File: src/rtl/eint_pkg.sv
`timescale 1ns/1ps
package eint_pkg;
    localparam int N_EXT       = 3;
    localparam int N_CNT       = 2;
    localparam int N_SLOT      = 4;
    localparam int AW          = 3;
    localparam int DW          = 8;
    localparam int CNT_POL_BIT = 6;
    localparam int SYNC_W      = N_EXT + N_CNT;

    typedef enum logic [AW-1:0] {
        A_EXT_POL = 3'd0,
        A_CNT0    = 3'd1,
        A_CNT1    = 3'd2,
        A_SRC     = 3'd3,
        A_REQ     = 3'd4,
        A_EN      = 3'd5
    } addr_e;

    typedef struct packed {
        logic [N_EXT-1:0] ext_pol;
        logic [N_CNT-1:0] cnt_pol;
        logic             src_sel;
    } cfg_t;

    // polarity-adjusted level of each request slot
    function automatic logic [N_SLOT-1:0] slot_levels(
        input logic [N_EXT-1:0] ext,
        input logic [N_CNT-1:0] cnt,
        input cfg_t             c
    );
        logic [N_EXT-1:0]  e;
        logic [N_CNT-1:0]  k;
        logic [N_SLOT-1:0] s;
        e    = ext ^ c.ext_pol;
        k    = cnt ^ c.cnt_pol;
        s[0] = e[0];
        s[1] = e[1];
        s[2] = c.src_sel ? k[1] : e[2];
        s[3] = k[0];
        return s;
    endfunction
endpackage

File: src/rtl/eint_sync.sv
`timescale 1ns/1ps
module eint_sync #(
    parameter int W = 1
) (
    input  logic         clk,
    input  logic         rst,
    input  logic [W-1:0] d,
    output logic [W-1:0] q
);
    logic [W-1:0] meta_q;
    logic [W-1:0] stab_q;

    for (genvar i = 0; i < W; i++) begin : g_bit
        always_ff @(posedge clk) begin
            if (rst) begin
                meta_q[i] <= 1'b0;
                stab_q[i] <= 1'b0;
            end else begin
                meta_q[i] <= d[i];
                stab_q[i] <= meta_q[i];
            end
        end
    end

    assign q = stab_q;
endmodule

File: src/rtl/eint_edge.sv
`timescale 1ns/1ps
module eint_edge
    import eint_pkg::*;
(
    input  logic              clk,
    input  logic              rst,
    input  logic [N_EXT-1:0]  ext_s,
    input  logic [N_CNT-1:0]  cnt_s,
    input  cfg_t              cfg,
    output logic [N_SLOT-1:0] hw_set
);
    logic [N_SLOT-1:0] lvl;
    logic [N_SLOT-1:0] prev_q;

    assign lvl = slot_levels(ext_s, cnt_s, cfg);

    for (genvar i = 0; i < N_SLOT; i++) begin : g_slot
        always_ff @(posedge clk) begin
            if (rst) prev_q[i] <= 1'b0;
            else     prev_q[i] <= lvl[i];
        end
        assign hw_set[i] = lvl[i] & ~prev_q[i];
    end
endmodule

File: src/rtl/eint_regs.sv
`timescale 1ns/1ps
module eint_regs
    import eint_pkg::*;
(
    input  logic              clk,
    input  logic              rst,
    input  logic [AW-1:0]     addr,
    input  logic [DW-1:0]     wdata,
    input  logic              we,
    input  logic [N_SLOT-1:0] hw_set,
    output cfg_t              cfg,
    output logic [N_SLOT-1:0] req,
    output logic [N_SLOT-1:0] en,
    output logic [DW-1:0]     rdata
);
    cfg_t              cfg_q;
    logic [N_SLOT-1:0] req_q;
    logic [N_SLOT-1:0] view_q;
    logic [N_SLOT-1:0] en_q;
    logic [DW-1:0]     rdata_q;
    logic [N_SLOT-1:0] keep_mask;
    logic [DW-1:0]     rd_mux;
    logic              req_wr;

    wire unused_wdata = ^{wdata[DW-1], wdata[CNT_POL_BIT-1:N_SLOT]};

    assign req_wr    = we && (addr == A_REQ);
    assign keep_mask = req_wr ? wdata[N_SLOT-1:0] : '1;

    always_comb begin
        rd_mux = '0;
        case (addr_e'(addr))
            A_EXT_POL: rd_mux[N_EXT-1:0]   = cfg_q.ext_pol;
            A_CNT0:    rd_mux[CNT_POL_BIT] = cfg_q.cnt_pol[0];
            A_CNT1:    rd_mux[CNT_POL_BIT] = cfg_q.cnt_pol[1];
            A_SRC:     rd_mux[0]           = cfg_q.src_sel;
            A_REQ:     rd_mux[N_SLOT-1:0]  = view_q;
            A_EN:      rd_mux[N_SLOT-1:0]  = en_q;
            default:   rd_mux              = '0;
        endcase
    end

    always_ff @(posedge clk) begin
        if (rst) begin
            cfg_q   <= '0;
            en_q    <= '0;
            req_q   <= '0;
            view_q  <= '0;
            rdata_q <= '0;
        end else begin
            if (we) begin
                case (addr_e'(addr))
                    A_EXT_POL: cfg_q.ext_pol    <= wdata[N_EXT-1:0];
                    A_CNT0:    cfg_q.cnt_pol[0] <= wdata[CNT_POL_BIT];
                    A_CNT1:    cfg_q.cnt_pol[1] <= wdata[CNT_POL_BIT];
                    A_SRC:     cfg_q.src_sel    <= wdata[0];
                    A_EN:      en_q             <= wdata[N_SLOT-1:0];
                    default:   ;
                endcase
            end
            // hardware set dominates a same-cycle software clear
            req_q   <= (req_q & keep_mask) | hw_set;
            view_q  <= req_q;
            rdata_q <= rd_mux;
        end
    end

    assign cfg   = cfg_q;
    assign req   = req_q;
    assign en    = en_q;
    assign rdata = rdata_q;
endmodule

File: src/rtl/eint_ctrl.sv
`timescale 1ns/1ps
module eint_ctrl
    import eint_pkg::*;
(
    input  logic             clk,
    input  logic             rst,
    input  logic [AW-1:0]    bus_addr,
    input  logic [DW-1:0]    bus_wdata,
    input  logic             bus_we,
    output logic [DW-1:0]    bus_rdata,
    input  logic [N_EXT-1:0] ext_pin,
    input  logic [N_CNT-1:0] cnt_pin,
    output logic             irq
);
    logic [SYNC_W-1:0] pins_s;
    cfg_t              cfg;
    logic [N_SLOT-1:0] hw_set;
    logic [N_SLOT-1:0] req_q;
    logic [N_SLOT-1:0] en_q;

    eint_sync #(.W(SYNC_W)) u_sync (
        .clk (clk),
        .rst (rst),
        .d   ({cnt_pin, ext_pin}),
        .q   (pins_s)
    );

    eint_edge u_edge (
        .clk    (clk),
        .rst    (rst),
        .ext_s  (pins_s[N_EXT-1:0]),
        .cnt_s  (pins_s[SYNC_W-1:N_EXT]),
        .cfg    (cfg),
        .hw_set (hw_set)
    );

    eint_regs u_regs (
        .clk    (clk),
        .rst    (rst),
        .addr   (bus_addr),
        .wdata  (bus_wdata),
        .we     (bus_we),
        .hw_set (hw_set),
        .cfg    (cfg),
        .req    (req_q),
        .en     (en_q),
        .rdata  (bus_rdata)
    );

    assign irq = |(req_q & en_q);
endmodule

File: config.mk
export PLATFORM = sky130hd
export DESIGN_NAME = eint_ctrl
export DESIGN_NICKNAME = d
export VERILOG_FILES = /design/src/rtl/eint_pkg.sv /design/src/rtl/eint_sync.sv /design/src/rtl/eint_edge.sv /design/src/rtl/eint_regs.sv /design/src/rtl/eint_ctrl.sv
export SDC_FILE = /design/constraint.sdc
export NUM_CORES = 1
export LEC_CHECK = 0
export ABC_AREA = 1
export BUFFER_PORTS_ARGS = -buffer_cell sky130_fd_sc_hd__buf_2
export CORE_MARGIN = 2
export CORE_UTILIZATION = 58
export DETAILED_ROUTE_END_ITERATION = 8
export HOLD_SLACK_MARGIN = 0.08
export PLACE_DENSITY = 0.83
export SKIP_LAST_GASP = 1
export SLEW_MARGIN = 20
export SYNTH_ARGS = -nofsm -noshare
export SYNTH_HDL_FRONTEND = slang
export SYNTH_HIERARCHICAL = 1
export SYNTH_SLANG_ARGS = --single-unit
File: constraint.sdc
create_clock -name clk -period 1.6 [get_ports clk]
set_clock_uncertainty 0.1 [all_clocks]
set_input_delay 0.16 -clock clk [delete_from_list [all_inputs] [get_ports clk]]
set_output_delay 0.16 -clock clk [all_outputs]
set_load 0.005 [all_outputs]
After elaboration in Yosys (flattened, before gate mapping)
Cells that the tools add are included.

Add/subtract/negate cells: 0. Multiply operators: 0. Div/mod/pow operators: 0. $lt $le $gt $ge: 0. Eq/ne operators: 5. Shift-type cells: 0. Multiplexer cells: 6. Bitwise operators: 13. Reductions and logical operators: 8.

Operator list (count): AND reduction 2 bit (5); AND 4 bit (2); equality test 3 x 2 -> 1 bit, second input constant (2); equality test 3 bit, second input constant (2); case mux 2 bit (3 select lines) (1); AND 1 bit (4); two-way mux 4 bit (1); NOT 1 bit (4); bitwise OR 4 bit (1); case mux 1 bit (2 select lines) (2); case mux 1 bit (4 select lines) (1); OR reduction 4 bit (1); equality test 3 x 1 -> 1 bit, second input constant (1); logical NOT 3 bit (1); XOR 3 bit (1); XOR 2 bit (1); logical AND 1 bit (1); two-way mux 1 bit (1).

Flip-flop bits (word level): 40. Bits in latches: 0. Bits in writable memories: 0. Bits in read-only memories: 0. Bits of input ports: 19. Output and inout port bits: 9. Word-level logic and storage cells: 55. Memories kept: 0.

Logic depth before layout (Yosys ltp)
Depth after elaboration: 5. Depth in mapped cells: 7. Gate-level depth less buffers: 7.

By module
The synthesis kept the hierarchy.

By module, submodules not included: eint_regs (instances 1, cells each 133, area an instance 1042.2 sq um, sequential area each 460.4 sq um); eint_sync (instances 1, cells each 31, area an instance 286.5 sq um, sequential area each 200.2 sq um); eint_edge (instances 1, cells each 26, area an instance 182.7 sq um, sequential area each 80.1 sq um); eint_ctrl (instances 1, cells each 9, area an instance 33.8 sq um, sequential area each 0.0 sq um).

Worst setup path after synthesis
OpenSTA, ideal clock, no wires.

Path kind: input-to-reg. From: input bus_addr[1]. To: register u_regs.req_q[0], in the netlist u_regs/req[0]. Library setup time: 0.116 ns. Arrival: 0.700 ns. Data required time: 1.384 ns. Setup slack: 0.684 ns. Stages on the path: 5. Buffers on the path: 1. Cells stage by stage: buf_4 > nor2_8 > nand3_4 > o21ai_1 > nand2_1.

Cells in the longest elaborated chain, start to end: 5.

RTL lines: start: declaration (RTL line eint_ctrl.sv:7) `input logic [AW-1:0] bus_addr,`; equality test 3 bit (RTL line eint_regs.sv:27) `assign req_wr = we && (addr == A_REQ);`; logical AND 1 bit (RTL line eint_regs.sv:27); two-way mux 4 bit (RTL line eint_regs.sv:28) `assign keep_mask = req_wr ? wdata[N_SLOT-1:0] : '1;`; AND 4 bit (RTL line eint_regs.sv:62) `req_q <= (req_q & keep_mask) | hw_set;`; bitwise OR 4 bit (RTL line eint_regs.sv:62); end signal: assignment (RTL line eint_regs.sv:62); end: declaration (RTL line eint_regs.sv:17) `logic [N_SLOT-1:0] req_q;`.

No other way between the ends. A chain may end at the register's enable or synchronous reset.

Worst setup path after layout
From: register u_regs.en_q[1], in the netlist u_regs/en[1]. To: output irq.

Cells in the longest elaborated chain, start to end: 2.

RTL lines: start: declaration (RTL line eint_regs.sv:19) `logic [N_SLOT-1:0] en_q;`; start signal: assignment (RTL line eint_regs.sv:57) `A_EN: en_q <= wdata[N_SLOT-1:0];`; AND 4 bit (RTL line eint_ctrl.sv:50) `assign irq = |(req_q & en_q);`; OR reduction 4 bit (RTL line eint_ctrl.sv:50); end: declaration (RTL line eint_ctrl.sv:13) `output logic irq`.

No other way between the ends.

==> impl_metrics.sql <==
INSERT INTO impl_metrics (metric_group, metric, value, unit) VALUES
('logic_synthesis', 'yosys.area_share.adder', '0', '%'),
('cells_and_area', 'area_growth', '14.7', '%'),
('logic_synthesis', 'postSynth.topFlopCell', 'sky130_fd_sc_hd__dfxtp_1', ''),
('place', 'place.detailed.hpwl', '1870', 'microns'),
('detailed_routing', 'finalWirelength', '2830', 'microns'),
('grt', 'grt_max_degree', '26', ''),
('sta', 'timing.hold.ws', '0.121', 'ns'),
('power_and_ir_drop', 'ir_worst_vdd', '0.000739', 'V'),
('setup_path', 'path_common_cell', 'sky130_fd_sc_hd__nand2_1', ''),
('logic_synthesis', 'count_of_flip_flops_with_a_built_in_enable_after_synthesis', '0', ''),
('sta', 'final-hold-violation-count', '0', ''),
('detailed_routing', 'drt-initial-drc-count', '47', ''),
('logic_synthesis', 'synth_area_leader_cell', 'sky130_fd_sc_hd__dfxtp_1', ''),
('setup_path', 'worst_setup_path_start_kind', 'flop', ''),
('detailed_routing', 'post-route-drc-count', '0', ''),
('floorplanning', 'floorplan.die.height', '55.6', 'microns'),
('cells_and_area', 'n_antenna_cell', '0', ''),
('setup_path', 'worstPathBufferInverterCount', '2', ''),
('power_and_ir_drop', 'total_power_consumption', '0.00163', 'W'),
('logic_synthesis', 'synth-async-reset-ratio', '0', '%'),
('status', 'outcome', 'complete, no violations', ''),
('logic_synthesis', 'synth_compound_area_share', '3.56', '%'),
('grt', 'grt_pass1_wl', '4860', 'microns'),
('floorplanning', 'design.portCount', '28', ''),
('logic_synthesis', 'mappedNetlistArea', '1550', 'sq um'),
('setup_path', 'setup_crit_end_kind', 'output port', ''),
('setup_path', 'slowest_delay', '0.37', 'ns'),
('cts', 'cts_num_sinks', '37', ''),
('setup_path', 'path_max_fanout', '3', ''),
('setup_path', 'crit_type', 'reg2out', ''),
('logic_synthesis', 'synth.distinct_cells', '21', ''),
('floorplanning', 'area_of_the_core', '2500', 'sq um'),
('detailed_routing', 'drt-pass1-iter-count', '4', ''),
('cts', 'htree_levels', '2', ''),
('detailed_routing', 'drt-vias-per-instance', '4.88', ''),
('sta', 'setup-tns-final', '0', 'ns'),
('worst_hold_path', 'min_path_type', 'in2reg', ''),
('sta', 'grt_setup_unrepaired', 'false', ''),
('cts', 'ctsRootBufferMaster', 'sky130_fd_sc_hd__clkbuf_4', ''),
('detailed_routing', 'vias', '1270', ''),
('logic_synthesis', 'netlist_instances', '199', ''),
('cts', 'cts-hold-fix-buffers', '10', ''),
('floorplanning', 'dieArea', '3090', 'sq um'),
('power_and_ir_drop', 'leakage', '0.856', 'nW'),
('cts', 'clk_path_buf_depth', '2', ''),
('cts', 'cts-resized-gates', '0', ''),
('logic_synthesis', 'synth_top_cell_area_share', '47.9', '%'),
('floorplanning', 'effective_utilization_at_floorplan', '61.8', '%'),
('detailed_routing', 'routedWlPerCell', '10.9', 'microns'),
('cts', 'clk_pin_slew_worst_paths', '0.11', 'ns'),
('place', 'place_worst_setup_slack', '0.428', 'ns'),
('cts', 'tritoncts.num_buffers', '5', ''),
('sta', 'finalSetupViolCount', '0', ''),
('grt', 'via_count_of_the_first_global_routing_pass', '1120', ''),
('grt', 'antenna_found_initial', '0', ''),
('floorplanning', 'placement_rows', '18', ''),
('logic_synthesis', 'synthMostInstantiatedCell', 'sky130_fd_sc_hd__nand2_1', ''),
('detailed_routing', 'route.antenna.remaining_nets', '0', ''),
('job', 'max_cap_viol_count', '0', ''),
('logic_synthesis', 'synth_mux_area_share', '0', '%'),
('cells_and_area', 'final_net_count', '249', ''),
('cts', 'cts_setup_buffers', '0', ''),
('setup_path', 'cp.required', '1.34', 'ns'),
('logic_synthesis', 'avg_inst_size_synth', '7.76', 'sq um'),
('logic_synthesis', 'post_synth_and_or_nand_nor_area_fraction', '33.4', '%'),
('grt', 'global_route.overflow_total', '0', ''),
('sta', 'slew_limit_fails', '0', ''),
('sta', 'period_minus_ws_final', '1.28', 'ns'),
('cts', 'cts_tree', 'built', ''),
('sta', 'max_freq', '0.779', 'GHz'),
('cts', 'worstSkewPairLatency', '0.33', 'ns');
[worst paths after layout]
| check | start | endpoint | slack, ns | cells after the start |
|---|---|---|---|---|
| max | u_regs/en[1] | irq | 0.32 | 5 |
| min | bus_addr[1] | u_regs/rdata[6] | 0.12 | 3 |
| max reg2reg | u_regs/cfg[5] | u_regs/req[2] | 0.60 | 7 |
| min reg2reg | u_sync/meta_q[1] | u_sync/q[1] | 0.31 | 2 |
[worst reg2reg max path, cell delays in order (launching register included)]
cell,delay [ns]
sky130_fd_sc_hd__dfxtp_1,0.39
sky130_fd_sc_hd__inv_1,0.06
sky130_fd_sc_hd__nand2_1,0.05
sky130_fd_sc_hd__nand3b_1,0.07
sky130_fd_sc_hd__nand2_1,0.09
sky130_fd_sc_hd__nor2_1,0.04
sky130_fd_sc_hd__nand2_1,0.05
sky130_fd_sc_hd__nand2_1,0.05
[layer usage]
| metal | up-vias | global-route usage (%) | part of all wire [%] | routed length [microns] |
|---|---|---|---|---|
| met5 | - | 0 | 0 | 0 |
| met4 | 0 | 6.27 | 1.4 | 39 |
| met3 | 6 | 6.98 | 6.7 | 190 |
| met2 | 36 | 33.7 | 49 | 1380 |
| met1 | 559 | 24.4 | 43 | 1220 |
| li1 | 669 | - | - | - |
[final cells by class]
cell class / instances / area [sq um]
sequential: 37 / 741
tap: 30 / 37.5
inverter: 31 / 119
clock buffer: 7 / 55.1
multi-input combinational: 123 / 608
timing repair buffer: 32 / 213
fill: 207 / 727
[stage by stage]
stage,utilization [%],instance area (sq um),cells
after CTS,70.9,1770,260
final,70.9,1770,260
after floorplan,-,1550,201
after global routing,70.9,1770,260
after detailed placement,64.7,1620,243
after global placement,64.7,1620,243
[registers in the layout (all words and copies together) (netlist names)]
signal / count
u_sync/q: 5
u_regs/rdata: 5
u_regs/cfg: 6
u_regs/view_q: 4
u_edge/prev_q: 4
u_sync/meta_q: 5
u_regs/req: 4
u_regs/en: 4
[cells in the final DEF, fill, tap and decap left out, types with 5 or more instances in the layout]
master                          count
sky130_fd_sc_hd__nand2_1           41
sky130_fd_sc_hd__dfxtp_1           37
sky130_fd_sc_hd__nor2_1            35
sky130_fd_sc_hd__inv_1             29
sky130_fd_sc_hd__buf_2             21
sky130_fd_sc_hd__nand3_1           13
sky130_fd_sc_hd__dlygate4sd3_1     10
sky130_fd_sc_hd__nand4_1           10
sky130_fd_sc_hd__a21oi_1            7
sky130_fd_sc_hd__clkbuf_4           5
[logic make-up (layout without fill, tap and decap cells)]
| kind of cell | after synthesis | after routing |
|---|---|---|
| AO/OA/AOI/OAI | 11 | 11 |
| other | 1 | 3 |
| flip-flops | 37 | 37 |
| XOR/XNOR | 3 | 3 |
| AND/OR/NAND/NOR | 106 | 106 |
| buffers and inverters | 41 | 70 |
[report_power, final]
part	leakage [nW]	total, W	switching (W)	internal, W
Combinational	0.522	0.000170	0.000102	0.0000673
Clock	0.0314	0.000487	0.000279	0.000207
Sequential	0.302	0.000977	0.0000178	0.000960
No activity file was read; power rests on OpenSTA's default activity.
